<file path="src/rtl/sdram_cfg_pkg.sv">
package sdram_cfg_pkg;

    localparam int DW = 32;

    // internal offsets selected through the pointer register
    localparam logic [DW-1:0] OFF_ESR_A  = 32'h00;
    localparam logic [DW-1:0] OFF_ESR_B  = 32'h08;
    localparam logic [DW-1:0] OFF_EADDR  = 32'h10;
    localparam logic [DW-1:0] OFF_CFG    = 32'h20;
    localparam logic [DW-1:0] OFF_STAT   = 32'h24;
    localparam logic [DW-1:0] OFF_RFSH   = 32'h30;
    localparam logic [DW-1:0] OFF_PWR    = 32'h34;
    localparam logic [DW-1:0] OFF_BANK0  = 32'h40;
    localparam logic [DW-1:0] OFF_TIM    = 32'h80;
    localparam logic [DW-1:0] OFF_ECFG   = 32'h94;
    localparam logic [DW-1:0] OFF_EESR   = 32'h98;

    localparam logic [DW-1:0] RFSH_MASK  = 32'h3FF8_0000;
    localparam logic [DW-1:0] RFSH_RST   = 32'h05F0_0000;
    localparam logic [DW-1:0] EESR_MASK  = 32'hFFF0_F000;

    typedef enum logic [3:0] {
        SEL_NONE, SEL_ESR, SEL_EADDR, SEL_CFG, SEL_STAT, SEL_RFSH,
        SEL_PWR, SEL_BANK, SEL_TIM, SEL_ECFG, SEL_EESR
    } win_sel_e;

    typedef enum logic {
        ST_OFF = 1'b0,
        ST_ON  = 1'b1
    } en_state_e;

endpackage

</file>
<file path="src/rtl/sdram_cfg_decode.sv">
module sdram_cfg_decode
    import sdram_cfg_pkg::*;
#(
    parameter int NBANK = 4,
    localparam int BIW = (NBANK > 1) ? $clog2(NBANK) : 1
) (
    input  logic [DW-1:0]  ptr,
    output win_sel_e       sel,
    output logic [BIW-1:0] bidx
);

    always_comb begin
        sel  = SEL_NONE;
        bidx = '0;
        case (ptr)
            OFF_ESR_A, OFF_ESR_B: sel = SEL_ESR;
            OFF_EADDR:            sel = SEL_EADDR;
            OFF_CFG:              sel = SEL_CFG;
            OFF_STAT:             sel = SEL_STAT;
            OFF_RFSH:             sel = SEL_RFSH;
            OFF_PWR:              sel = SEL_PWR;
            OFF_TIM:              sel = SEL_TIM;
            OFF_ECFG:             sel = SEL_ECFG;
            OFF_EESR:             sel = SEL_EESR;
            default:              sel = SEL_NONE;
        endcase
        for (int b = 0; b < NBANK; b++) begin
            if (ptr == OFF_BANK0 + DW'(4 * b)) begin
                sel  = SEL_BANK;
                bidx = BIW'(b);
            end
        end
    end

endmodule

</file>
<file path="src/rtl/sdram_cfg_enable_fsm.sv">
module sdram_cfg_enable_fsm
    import sdram_cfg_pkg::*;
(
    input  logic clk,
    input  logic rst_n,
    input  logic cfg_wr,
    input  logic cfg_en_bit,
    output logic enabled,
    output logic go_on,
    output logic go_off
);

    en_state_e state_q, state_d;

    always_comb begin
        state_d = state_q;
        unique case (state_q)
            ST_OFF: if (cfg_wr && cfg_en_bit)  state_d = ST_ON;   // T_ENABLE
            ST_ON:  if (cfg_wr && !cfg_en_bit) state_d = ST_OFF;  // T_DISABLE
        endcase
    end

    always_ff @(posedge clk or negedge rst_n) begin
        if (!rst_n) state_q <= ST_OFF;
        else        state_q <= state_d;
    end

    always_comb begin
        enabled = 1'b0;
        go_on   = 1'b0;
        go_off  = 1'b0;
        unique case (state_q)
            ST_OFF: go_on = (state_d == ST_ON);
            ST_ON: begin
                enabled = 1'b1;
                go_off  = (state_d == ST_OFF);
            end
        endcase
    end

endmodule

</file>
<file path="src/rtl/sdram_cfg_regfile.sv">
module sdram_cfg_regfile
    import sdram_cfg_pkg::*;
#(
    parameter int BUS_AW = 10,
    parameter logic [BUS_AW-1:0] PTR_NUM = 'h10,
    parameter logic [BUS_AW-1:0] WIN_NUM = 'h11,
    parameter int NBANK = 4,
    localparam int BIW = (NBANK > 1) ? $clog2(NBANK) : 1
) (
    input  logic              clk,
    input  logic              rst_n,
    input  logic [BUS_AW-1:0] bus_num,
    input  logic [DW-1:0]     bus_wdata,
    input  logic              bus_we,
    output logic [DW-1:0]     bus_rdata,
    output logic              ecc_irq,
    output logic              mem_enable,
    output logic              bank_we,
    output logic [BIW-1:0]    bank_idx,
    output logic [DW-1:0]     bank_wdata,
    input  logic [DW-1:0]     bank_rdata
);

    logic [DW-1:0] ptr_q, eaddr_q, rfsh_q, eesr_q;
    logic [9:0]    cfg_q;      // configuration bits 30:21
    logic [4:0]    pwr_q;      // power-management bits 31:27
    logic [3:0]    ecfg_q;     // ECC configuration bits 23:20
    logic          st31_q, st30_q;
    logic          win_we, go_on, go_off;
    win_sel_e      sel;
    logic [DW-1:0] win_rdata;

    assign win_we = bus_we && (bus_num == WIN_NUM);

    sdram_cfg_decode #(.NBANK(NBANK)) u_dec (
        .ptr  (ptr_q),
        .sel  (sel),
        .bidx (bank_idx)
    );

    sdram_cfg_enable_fsm u_en (
        .clk        (clk),
        .rst_n      (rst_n),
        .cfg_wr     (win_we && (sel == SEL_CFG)),
        .cfg_en_bit (bus_wdata[31]),
        .enabled    (mem_enable),
        .go_on      (go_on),
        .go_off     (go_off)
    );

    always_ff @(posedge clk or negedge rst_n) begin
        if (!rst_n) begin
            ptr_q   <= '0;
            eaddr_q <= '0;
            cfg_q   <= 10'b00_0000_0100;
            rfsh_q  <= RFSH_RST;
            pwr_q   <= '0;
            ecfg_q  <= '0;
            eesr_q  <= '0;
            st30_q  <= 1'b0;
            st31_q  <= 1'b0;
        end else begin
            if (bus_we && (bus_num == PTR_NUM)) ptr_q <= bus_wdata;
            if (go_on)       st31_q <= 1'b0;
            else if (go_off) st31_q <= 1'b1;
            if (win_we) begin
                case (sel)
                    SEL_EADDR: eaddr_q <= bus_wdata;
                    SEL_CFG: begin
                        cfg_q <= bus_wdata[30:21];
                        if (!cfg_q[9] && bus_wdata[30])      st30_q <= 1'b1;
                        else if (cfg_q[9] && !bus_wdata[30]) st30_q <= 1'b0;
                    end
                    SEL_RFSH: rfsh_q <= bus_wdata & RFSH_MASK;
                    SEL_PWR:  pwr_q  <= bus_wdata[31:27];
                    SEL_ECFG: ecfg_q <= bus_wdata[23:20];
                    SEL_EESR: eesr_q <= bus_wdata & EESR_MASK;
                    default: ;
                endcase
            end
        end
    end

    assign ecc_irq    = (eesr_q != '0);
    assign bank_we    = win_we && (sel == SEL_BANK);
    assign bank_wdata = bus_wdata;

    always_comb begin
        case (sel)
            SEL_ESR:   win_rdata = '0;
            SEL_EADDR: win_rdata = eaddr_q;
            SEL_CFG:   win_rdata = {mem_enable, cfg_q, 21'b0};
            SEL_STAT:  win_rdata = {st31_q, st30_q, 30'b0};
            SEL_RFSH:  win_rdata = rfsh_q;
            SEL_PWR:   win_rdata = {pwr_q, 5'h1F, 22'b0};
            SEL_BANK:  win_rdata = bank_rdata;
            SEL_ECFG:  win_rdata = {8'b0, ecfg_q, 20'b0};
            SEL_EESR:  win_rdata = eesr_q;
            default:   win_rdata = '1;
        endcase
    end

    always_comb begin
        if (bus_num == PTR_NUM)      bus_rdata = ptr_q;
        else if (bus_num == WIN_NUM) bus_rdata = win_rdata;
        else                         bus_rdata = '0;
    end

endmodule

</file>
<file path="config.mk">
export PLATFORM = sky130hd
export DESIGN_NAME = sdram_cfg_regfile
export DESIGN_NICKNAME = d
export VERILOG_FILES = /design/src/rtl/sdram_cfg_pkg.sv /design/src/rtl/sdram_cfg_decode.sv /design/src/rtl/sdram_cfg_enable_fsm.sv /design/src/rtl/sdram_cfg_regfile.sv
export SDC_FILE = /design/constraint.sdc
export NUM_CORES = 1
export LEC_CHECK = 0
export BUFFER_PORTS_ARGS = -buffer_cell sky130_fd_sc_hd__buf_2
export CORE_MARGIN = 2
export CORE_UTILIZATION = 40
export DETAILED_ROUTE_END_ITERATION = 10
export GPL_TIMING_DRIVEN = 0
export PLACE_DENSITY = 0.71
export SYNTH_ARGS = -nofsm -noshare
export SYNTH_HDL_FRONTEND = slang
export SYNTH_SLANG_ARGS = --single-unit
</file>
<file path="constraint.sdc">
create_clock -name clk -period 3.7 [get_ports clk]
set_clock_uncertainty 0.15 [all_clocks]
set_input_delay 0.74 -clock clk [delete_from_list [all_inputs] [get_ports clk]]
set_output_delay 0.74 -clock clk [all_outputs]
set_load 0.01 [all_outputs]
</file>
==> impl_metrics.py, run 1 <==
metrics = {
    "synth": {
        "ys_ff_latch": 113,
        "synth_cell_types": 53,
        "ys_async_sr_fraction_pct": 100,
        "seq_area_frac_synth_pct": 48.0,
        "syn_inst": 511,
        "ys.flop_type": "dfrtp_1",
        "synth_nets": 590,
        "ys_warn_count": 0,
        "synth-edff-count": 0,
        "avgSynthCellArea_um2": 11.6,
        "synth.cell_area_mm2": 0.00591,
    },
    "critical_path": {
        "r2r_cells": 13,
        "startpoint": "ptr_q[21]",
        "path_class": "reg -> out",
        "critical_path_peak_fanout": 6,
        "timing.rr.end": "st31_q",
        "end_kind": "output pin",
        "worstPathArrival_ns": 3.01,
        "rrSetupSlack_ns": 0.29,
        "reg2reg_from": "ptr_q[21]",
        "crit_required_ns": 2.81,
        "start_kind": "flip-flop",
    },
    "status": {
        "violations": "setup timing",
        "status": "complete, but fails checks",
    },
    "finish": {
        "final_cell_mix": "buf_2, mux2_2, dfrtp_1",
        "fin_util_pct": 58.7,
        "layout_commonest_cell": "buf_2",
        "fin_nets": 798,
        "layout-drive-gt1-share_pct": 63.9,
        "syn_to_final_growth_pct": 43.8,
    },
    "sta": {
        "min_period_over_period_pct": 105,
        "hold_slack_ns": 0.158,
        "tightest_slew_ns": 0.707,
        "rsz0062_at_grt": "yes",
        "relSlewSlack_pct": 52.8,
        "slew_viol_final": 0,
        "finalHoldViolations": 0,
        "post-route-min-period_ns": 3.90,
        "worst_slack_ns": -0.203,
        "max_freq_mhz": 256,
        "setup_viol": 31,
    },
    "global_routing": {
        "grt_use_total_pct": 24.3,
        "grt_max_degree": 75,
        "grt_remaining_overflow": 0,
        "grt_pass1_vias": 5325,
        "grt_pass1_wl_um": 29400,
        "grt_antenna_before_repair": 0,
    },
    "die": {
        "start_util_pct": 40.8,
        "die_h_um": 126,
        "die-area_mm2": 0.0158,
        "die_x_um": 126,
        "rows": 44,
        "core-area_mm2": 0.0145,
        "ioPinCount": 146,
    },
    "clock_tree": {
        "h-tree-depth": 4,
        "cts_buffers": 17,
        "cts_tree": "built",
        "root_buffer": "clkbuf_16",
        "cts_buffer_depth": 2,
        "clock_latency_ns": 0.42,
        "cts_hold_buf": 0,
        "clk_pin_slew_ns": 0.05,
        "clock_sinks": 113,
    },
    "detailed_routing": {
        "drc": 0,
        "drt-vias-per-instance": 5.91,
        "vias": 5420,
        "drt_iter0_markers": 372,
        "drt_wl_total_um": 20100,
        "firstDrtPassIters": 5,
        "ant_nets": 0,
        "wl_per_cell_um": 21.9,
    },
    "placement": {
        "gp_congestion": 0.958,
        "io_buffers": 144,
        "post-dp-hpwl_um": 12900,
    },
    "hold_path": {
        "hold_class": "in -> async",
    },
    "power": {
        "ir_drop_v": 0.000329,
        "p_total_mw": 3.21,
        "p_leak_nw": 4.25,
        "p_per_area_mw_per_mm2": 377,
    },
    "run": {
        "maxCapViolCount": 0,
    },
}
[logic make-up after synthesis]
| logic type | share of synthesized area (%) |
|---|---|
| DFF | 48.0 |
| adders and majority gates | 0.423 |
| AOI/OAI and AO/OA | 13.3 |
| and+or+nand+nor | 9.63 |
| muxes | 21.5 |
| buffers and inverters | 6.92 |
| xor gates and xnor gates | 0.296 |
[registers in the layout (all words and copies together), names as in the netlist]
| name | cells |
|---|---|
| rfsh_q | 11 |
| st30_q | 1 |
| u_en.state_q | 1 |
| ecfg_q | 4 |
| eaddr_q | 32 |
| pwr_q | 5 |
| st31_q | 1 |
| ptr_q | 32 |
| cfg_q | 10 |
| eesr_q | 16 |
[routing by layer]
| metal | wire length (µm) | track usage (%) | vias to the layer above |
|---|---|---|---|
| met5 | 0 | 0 | - |
| li1 | - | - | 2342 |
| met2 | 10100 | 41.0 | 257 |
| met1 | 8010 | 30.4 | 2757 |
| met3 | 1270 | 5.95 | 64 |
| met4 | 711 | 8.63 | 0 |
[critical path: stages (launching register included)]
cell and delay [ns]:
dfrtp_1 0.43, nor4_1 0.38, nand4_1 0.17, buf_6 0.16
a2111o_1 0.43, nor3_4 0.21, buf_12 0.18, buf_8 0.14
a22oi_2 0.09, a31oi_2 0.23, buf_2 0.17
[per-stage QoR]
stage	TNS [ns]	cell area [µm²]	setup slack (ns)	instances
2_1_floorplan	0	5910	0.556	511
3_3_place_gp	-7.77	6860	-0.576	839
3_5_place_dp	-8.41	6890	-0.593	840
4_1_cts	-0.0154	8050	-0.00754	898
5_1_grt	-6.93	8500	-0.288	916
6_report	-3.75	8500	-0.203	917
[layout make-up]
cell class | count | area [µm²]
clock buffers | 22 | 484
diodes | 1 | 2.50
fillers | 1129 | 5980
inverters | 4 | 15.0
multi-input cells | 328 | 3180
plain buffers | 66 | 483
repair buffers | 189 | 1190
well taps | 184 | 230
flip-flops and latches | 113 | 2840
clock inverters | 10 | 77.6
[what timing repair did]
action	in CTS	in global routing
pin swaps	21	34
cloned	3	1
endpoints found under the setup margin	34	34
buffers inserted	23	18
resized for setup	82	71
[Yosys cell counts, types with 3 or more instances]
cell type / count / area share, %
dfrtp_1: 106 / 45
buf_4: 34 / 4.3
nor4_1: 14 / 1.5
a221oi_1: 28 / 4.1
buf_2: 9 / 0.76
a32oi_1: 4 / 0.59
clkbuf_1: 22 / 1.4
a22oi_1: 8 / 1.0
dfstp_2: 7 / 3.1
nand3_1: 5 / 0.42
and3_1: 5 / 0.53
nand2_1: 17 / 1.1
a2111oi_0: 3 / 0.44
mux2_2: 110 / 21
o21ai_0: 33 / 2.8
a21oi_1: 10 / 0.85
a31oi_1: 9 / 0.95
or3_1: 3 / 0.32
nor2b_1: 3 / 0.32
a22o_1: 4 / 0.59
nor3_1: 4 / 0.34
a222oi_1: 3 / 0.51
inv_1: 4 / 0.25
nor2_1: 24 / 1.5
and4b_1: 3 / 0.51
and2_1: 6 / 0.63
[power by group]
| group | switching, mW | internal, mW |
|---|---|---|
| Sequential | 0.00772 | 1.24 |
| Clock | 0.593 | 0.929 |
| Combinational | 0.240 | 0.195 |
| Total | 0.841 | 2.37 |
[worst max-delay path by stage]
| stage | endpoint | cells past startpoint |
|---|---|---|
| finish | bus_rdata[21] | 10 |
| global route | bus_rdata[21] | 10 |
| global placement | bus_rdata[16] | 8 |
| floorplan | bus_rdata[31] | 8 |
| detailed placement | bus_rdata[16] | 8 |
| CTS | bus_rdata[16] | 8 |
No activity file was read; power rests on OpenSTA's default activity.
==> inputs of run 2 (changes only) <==
- BUFFER_PORTS_ARGS: -buffer_cell sky130_fd_sc_hd__buf_2 -> not set
- DONT_BUFFER_PORTS: not set -> 1
- GPL_TIMING_DRIVEN: 0 -> not set
- PLACE_DENSITY: 0.71 -> 0.62
==> run 2 against run 1 <==
  * The flow still finishes with violations (setup timing)
  * Clock power is 20% higher
  * Routed wire length decreased by 14%
  * Clock-buffer cell count stayed put
  * Die area unchanged
  * Sequential share of layout area increased by 6.0 points
  * Utilization shrank 9.0 points
  * Design area shrank 15%
  * First-iteration DRC count increased by 0.27%
  * Via count decreased by 18%
  * Critical path depth increased by 1
  * Sequential power hardly changed
  * Critical path type unchanged
  * Largest power group unchanged
==> impl_metrics.py, run 2 (synthesis gave the netlist of run 1 again) <==
metrics = {
    "global_routing": {
        "grt_use_total_pct": 21.9,
        "grt_pass1_wl_um": 26200,
        "grt_max_degree": 107,
        "grt_antenna_before_repair": 0,
        "grt_pass1_vias": 4496,
        "grt_remaining_overflow": 0,
    },
    "status": {
        "violations": "setup timing",
        "status": "complete, but fails checks",
    },
    "sta": {
        "post-route-min-period_ns": 3.86,
        "slew_viol_final": 0,
        "worst_slack_ns": -0.163,
        "max_freq_mhz": 259,
        "setup_viol": 32,
        "finalHoldViolations": 0,
        "tightest_slew_ns": 0.623,
        "fin_setup_tns_ns": -2.70,
        "relSlewSlack_pct": 58.4,
        "min_period_over_period_pct": 104,
        "rsz0062_at_grt": "yes",
    },
    "critical_path": {
        "end_kind": "output pin",
        "worstPathArrival_ns": 2.97,
        "critPathMaxStageDelay_ns": 0.46,
        "critPathTopFamily": "buffers and inverters",
        "r2r_cells": 13,
        "critical_path_peak_fanout": 5,
        "start_kind": "flip-flop",
        "path_class": "reg -> out",
        "crit_required_ns": 2.81,
        "startpoint": "ptr_q[24]",
        "timing.rr.end": "st31_q",
        "worstPathCellList": "nor4_2, buf_4, nand4_1, buf_6, a2111o_1, nor3_4, buf_6, buf_4, a22oi_2, a21oi_2, buf_4",
        "critPathMostFrequentCell": "buf_4",
        "crit_buf_inv": 5,
        "rrSetupSlack_ns": 0.76,
        "reg2reg_from": "ptr_q[24]",
        "slowest_stage": "a2111o_1",
    },
    "finish": {
        "syn_to_final_growth_pct": 21.9,
        "fin_nets": 608,
        "final_cell_mix": "mux2_2, dfrtp_1, buf_4",
        "largest_registers": "eaddr_q x32, ptr_q x32, eesr_q x16",
        "diodes": 0,
        "layout_commonest_cell": "mux2_2",
        "layout-drive-gt1-share_pct": 46.7,
    },
    "placement": {
        "io_buffers": 0,
        "gp_congestion": 0.932,
        "post-dp-hpwl_um": 11200,
        "pre_cts_ws_ns": 0.174,
    },
    "power": {
        "p_sw_uw": 724,
        "ir_drop_v": 0.000342,
        "combPwrFrac_pct": 7.3,
        "p_leak_nw": 3.34,
        "sw_frac_of_total_pct": 21.8,
        "clkPwrFrac_pct": 55.0,
        "p_seq_share_pct": 37.7,
        "p_per_area_mw_per_mm2": 460,
        "internal-power_mw": 2.59,
    },
    "die": {
        "die_h_um": 126,
        "die-area_mm2": 0.0158,
        "start_util_pct": 40.8,
        "core-area_mm2": 0.0145,
        "die_x_um": 126,
        "ioPinCount": 146,
        "rows": 44,
    },
    "clock_tree": {
        "clock_latency_ns": 0.42,
        "cts_tree": "built",
        "cts_buffer_depth": 2,
        "clk_pin_slew_ns": 0.05,
        "cts_buffers": 17,
        "h-tree-depth": 4,
        "clock_sinks": 113,
        "root_buffer": "clkbuf_16",
    },
    "detailed_routing": {
        "ant_nets": 0,
        "drt-vias-per-instance": 6.13,
        "vias": 4453,
        "drc": 0,
        "drt_iter0_markers": 373,
        "wl_per_cell_um": 23.8,
        "drt_wl_total_um": 17200,
        "firstDrtPassIters": 4,
    },
    "hold_path": {
        "hold_class": "in -> async",
    },
    "run": {
        "maxCapViolCount": 0,
    },
}
-- run 2: cell count changes in the layout (fill, tap and decap cells not counted), sizes merged --
cell,delta
buf,-175
dlygate4sd3,+4
inv,-2
diode,-1
clkbuf,-19
clkinv,+1
clkinvlp,-4
bufinv,+5
-- run 2: per-layer routing --
layer  part of all wire [%]  global-route usage, %  up-vias
met5                      0                      0        -
met4                    2.7                   8.56        0
met3                    9.4                   8.86       33
met2                     46                   33.5      216
met1                     42                   28.0     2263
li1                       -                      -     1941
-- run 2: what timing repair did --
item | 4_1_cts | 5_1_grt
hold endpoints to repair | 106 | 0
hold buffers | 5 | 0
pin swaps | 6 | 20
gates resized for setup | 25 | 23
endpoints found under the setup margin | 32 | 32
gates cloned | 1 | 0
buffers inserted | 9 | 7
-- run 2: final cells by class --
cell class / count / area, µm²
fill: 1270 / 7270
sequential: 113 / 2840
clock inverter: 10 / 181
tap: 184 / 230
timing repair buffer: 65 / 591
multi-input combinational: 328 / 2880
clock buffer: 22 / 474
inverter: 4 / 15.0
-- run 2: power by group through the flow --
stage | Combinational, mW | Clock [mW] | Sequential, mW
after detailed placement | 0.165 | 0 | 1.27
final | 0.242 | 1.82 | 1.25
after global routing | 0.259 | 1.91 | 1.25
after CTS | 0.231 | 1.85 | 1.25
after global placement | 0.161 | 0 | 1.27
after floorplan | 0.145 | 0 | 1.27
-- run 2: worst register-to-register path: cells and delay by family, from the launching register on --
| kind | cells | cell delay (ns) |
|---|---|---|
| adder cells (fa/ha/maj) | 1 | 0.30 |
| multiplexers | 2 | 0.49 |
| buffers and inverters | 5 | 0.80 |
| AND/OR/NAND/NOR | 5 | 0.74 |
| flip-flops | 1 | 0.38 |
-- run 2: stage by stage --
step	area, µm²	hold slack, ns	instances	power [mW]	utilization (%)
floorplan	5910	0.294	511	1.41	-
global placement	6170	0.298	676	1.43	42.6
detailed placement	6170	0.297	676	1.44	42.6
CTS	7070	0.123	722	3.33	48.9
global route	7210	0.0990	726	3.42	49.8
finish	7210	0.0613	726	3.31	49.8
-- run 2: worst max-delay path by stage --
stage	end	slack (ns)	cells after the start
finish	bus_rdata[22]	-0.16	11
global route	bus_rdata[25]	-0.27	10
CTS	bus_rdata[30]	-0.14	11
detailed placement	bus_rdata[29]	0.17	8
global placement	bus_rdata[20]	0.24	10
floorplan	bus_rdata[31]	0.56	8
==> inputs of run 3 (changes only) <==
- CELL_PAD_IN_SITES_DETAIL_PLACEMENT: not set -> 2
- CELL_PAD_IN_SITES_GLOBAL_PLACEMENT: not set -> 2
- CORE_UTILIZATION: 40 -> 41
- PLACE_DENSITY: 0.62 -> 0.88
==> run 3 against run 2 <==
  * Global-route usage increased by 9.0 points
  * Combinational power increased by 15%
  * Sequential power about the same
  * The flow still finishes with violations (setup timing)
  * Register-to-register slack got worse by 0.46 ns
  * Via count grew 7.7%
  * First-iteration DRC count fell by 16%
  * Setup slack got worse by 0.25 ns
==> impl_metrics.py, run 3 (synthesis gave the netlist of run 1 again) <==
metrics = {
    "power": {
        "ir_drop_v": 0.000343,
        "internal-power_mw": 2.49,
        "p_sw_uw": 813,
        "p_per_area_mw_per_mm2": 444,
        "clkPwrFrac_pct": 53.7,
        "sw_frac_of_total_pct": 24.6,
        "p_seq_share_pct": 37.9,
        "combPwrFrac_pct": 8.4,
        "p_leak_nw": 3.43,
    },
    "sta": {
        "relSlewSlack_pct": 47.6,
        "finalHoldViolations": 0,
        "post-route-min-period_ns": 4.12,
        "hold_slack_ns": 0.0630,
        "setup_viol": 32,
        "tightest_slew_ns": 0.778,
        "slew_viol_final": 0,
        "min_period_over_period_pct": 111,
        "worst_slack_ns": -0.417,
        "max_freq_mhz": 243,
        "rsz0062_at_grt": "yes",
    },
    "detailed_routing": {
        "drt_iter0_markers": 314,
        "drc": 0,
        "firstDrtPassIters": 5,
        "drt_wl_total_um": 24600,
        "wl_per_cell_um": 33.9,
        "ant_nets": 0,
        "drt-vias-per-instance": 6.60,
        "vias": 4794,
    },
    "finish": {
        "layout-drive-gt1-share_pct": 51.6,
        "fillers": 1304,
        "fin_nets": 612,
        "diodes": 0,
        "final_cell_area_mm2": 0.00744,
        "syn_to_final_growth_pct": 25.8,
        "layout_commonest_cell": "mux2_2",
        "final_cell_mix": "mux2_2, dfrtp_1, buf_4",
        "largest_registers": "eaddr_q x32, ptr_q x32, eesr_q x16",
    },
    "global_routing": {
        "grt_max_degree": 107,
        "grt_pass1_vias": 5347,
        "grt_antenna_before_repair": 1,
        "grt_pass1_wl_um": 33600,
        "grt_use_total_pct": 30.9,
        "grt_remaining_overflow": 0,
    },
    "critical_path": {
        "startpoint": "ptr_q[23]",
        "start_kind": "flip-flop",
        "crit_buf_inv": 4,
        "cp_num_cells": 10,
        "slowest_stage": "dfrtp_2",
        "rrSetupSlack_ns": 0.30,
        "worstPathArrival_ns": 3.23,
        "critPathTopFamily": "simple AND/OR/NAND/NOR gates",
        "end_kind": "output pin",
        "timing.rr.end": "pwr_q[1]",
        "worstPathCellList": "nor4_4, buf_4, nand4_1, buf_4, nor2_2, buf_4, and3_1, a22oi_1, a31oi_2, buf_4",
        "r2r_cells": 8,
        "crit_required_ns": 2.81,
        "critPathMostFrequentCell": "buf_4",
        "reg2reg_from": "ptr_q[23]",
        "path_class": "reg -> out",
        "critPathMaxStageDelay_ns": 0.45,
        "endpoint": "bus_rdata[21]",
        "critical_path_peak_fanout": 6,
    },
    "placement": {
        "gp_congestion": 0.885,
        "post-dp-hpwl_um": 14100,
        "io_buffers": 0,
        "placed_area_mm2": 0.00617,
    },
    "clock_tree": {
        "cts_buffers": 17,
        "root_buffer": "clkbuf_16",
        "clock_latency_ns": 0.44,
        "clock_sinks": 113,
        "h-tree-depth": 4,
        "clk_pin_slew_ns": 0.06,
        "cts_buffer_depth": 2,
        "cts_tree": "built",
    },
    "die": {
        "start_util_pct": 42.3,
        "core-area_mm2": 0.0140,
        "ioPinCount": 146,
        "die_h_um": 124,
        "die-area_mm2": 0.0154,
        "die_x_um": 124,
        "rows": 43,
    },
    "hold_path": {
        "hold_class": "in -> async",
    },
    "status": {
        "violations": "setup timing",
        "status": "complete, but fails checks",
    },
    "run": {
        "maxCapViolCount": 0,
    },
}
[run 3: cell count changes in the layout (fill, tap and decap cells not counted), sizes merged]
cell / delta
buf: +6
bufinv: -2
clkbuf: +2
clkinvlp: +2
dlygate4sd3: -3
clkinv: -1
[run 3: metal layers]
layer | wire length, µm | vias to the layer above | global-route usage (%)
li1 | - | 1965 | -
met1 | 8920 | 2529 | 33.6
met2 | 13100 | 228 | 54.8
met3 | 1670 | 70 | 8.15
met4 | 904 | 2 | 16.6
met5 | 14 | - | 0
[run 3: final cells by class]
cell class | instances | area [µm²] | area share (%)
multi-input combinational | 328 | 3080 | 41.4
sequential | 113 | 2840 | 38.2
timing repair buffer | 69 | 651 | 8.75
clock buffer | 23 | 498 | 6.70
tap | 180 | 225 | 3.03
clock inverter | 9 | 128 | 1.72
inverter | 4 | 15.0 | 0.202
[run 3: power groups by stage]
stage	registers, mW	logic (mW)	clock network [mW]
3_5_place_dp	1.27	0.180	0
6_report	1.25	0.279	1.77
3_3_place_gp	1.27	0.165	0
5_1_grt	1.25	0.292	1.85
4_1_cts	1.25	0.236	1.77
2_1_floorplan	1.27	0.145	0
[run 3: repair_timing]
action                                  4_1_cts  5_1_grt
pin swaps                                    17       23
endpoints found under the setup margin       32       32
gates cloned                                  1        1
hold buffers                                  2        0
setup buffers                                14        5
hold endpoints to repair                    106        0
resized for setup                            33       53
[run 3: stage by stage]
step / instances / total power, mW / worst slack [ns] / setup TNS, ns / utilization [%]
after floorplan: 511 / 1.41 / 0.556 / 0 / -
after detailed placement: 674 / 1.45 / -0.00132 / -0.00132 / 44.1
after CTS: 722 / 3.26 / -0.274 / -5.30 / 51.0
after global placement: 674 / 1.43 / 0.0202 / 0 / 44.1
after global routing: 726 / 3.39 / -0.422 / -8.59 / 53.2
final: 726 / 3.30 / -0.417 / -6.11 / 53.2
[run 3: how the worst min path moves through the flow]
stage,startpoint,end,slack (ns),cells after the start
2_1_floorplan,rst_n,cfg_q[0],0.29,0
3_3_place_gp,rst_n,eaddr_q[3],0.30,0
3_5_place_dp,rst_n,eaddr_q[3],0.30,0
4_1_cts,rst_n,eaddr_q[0],0.13,1
5_1_grt,rst_n,eaddr_q[0],0.11,1
6_report,rst_n,eaddr_q[8],0.06,1
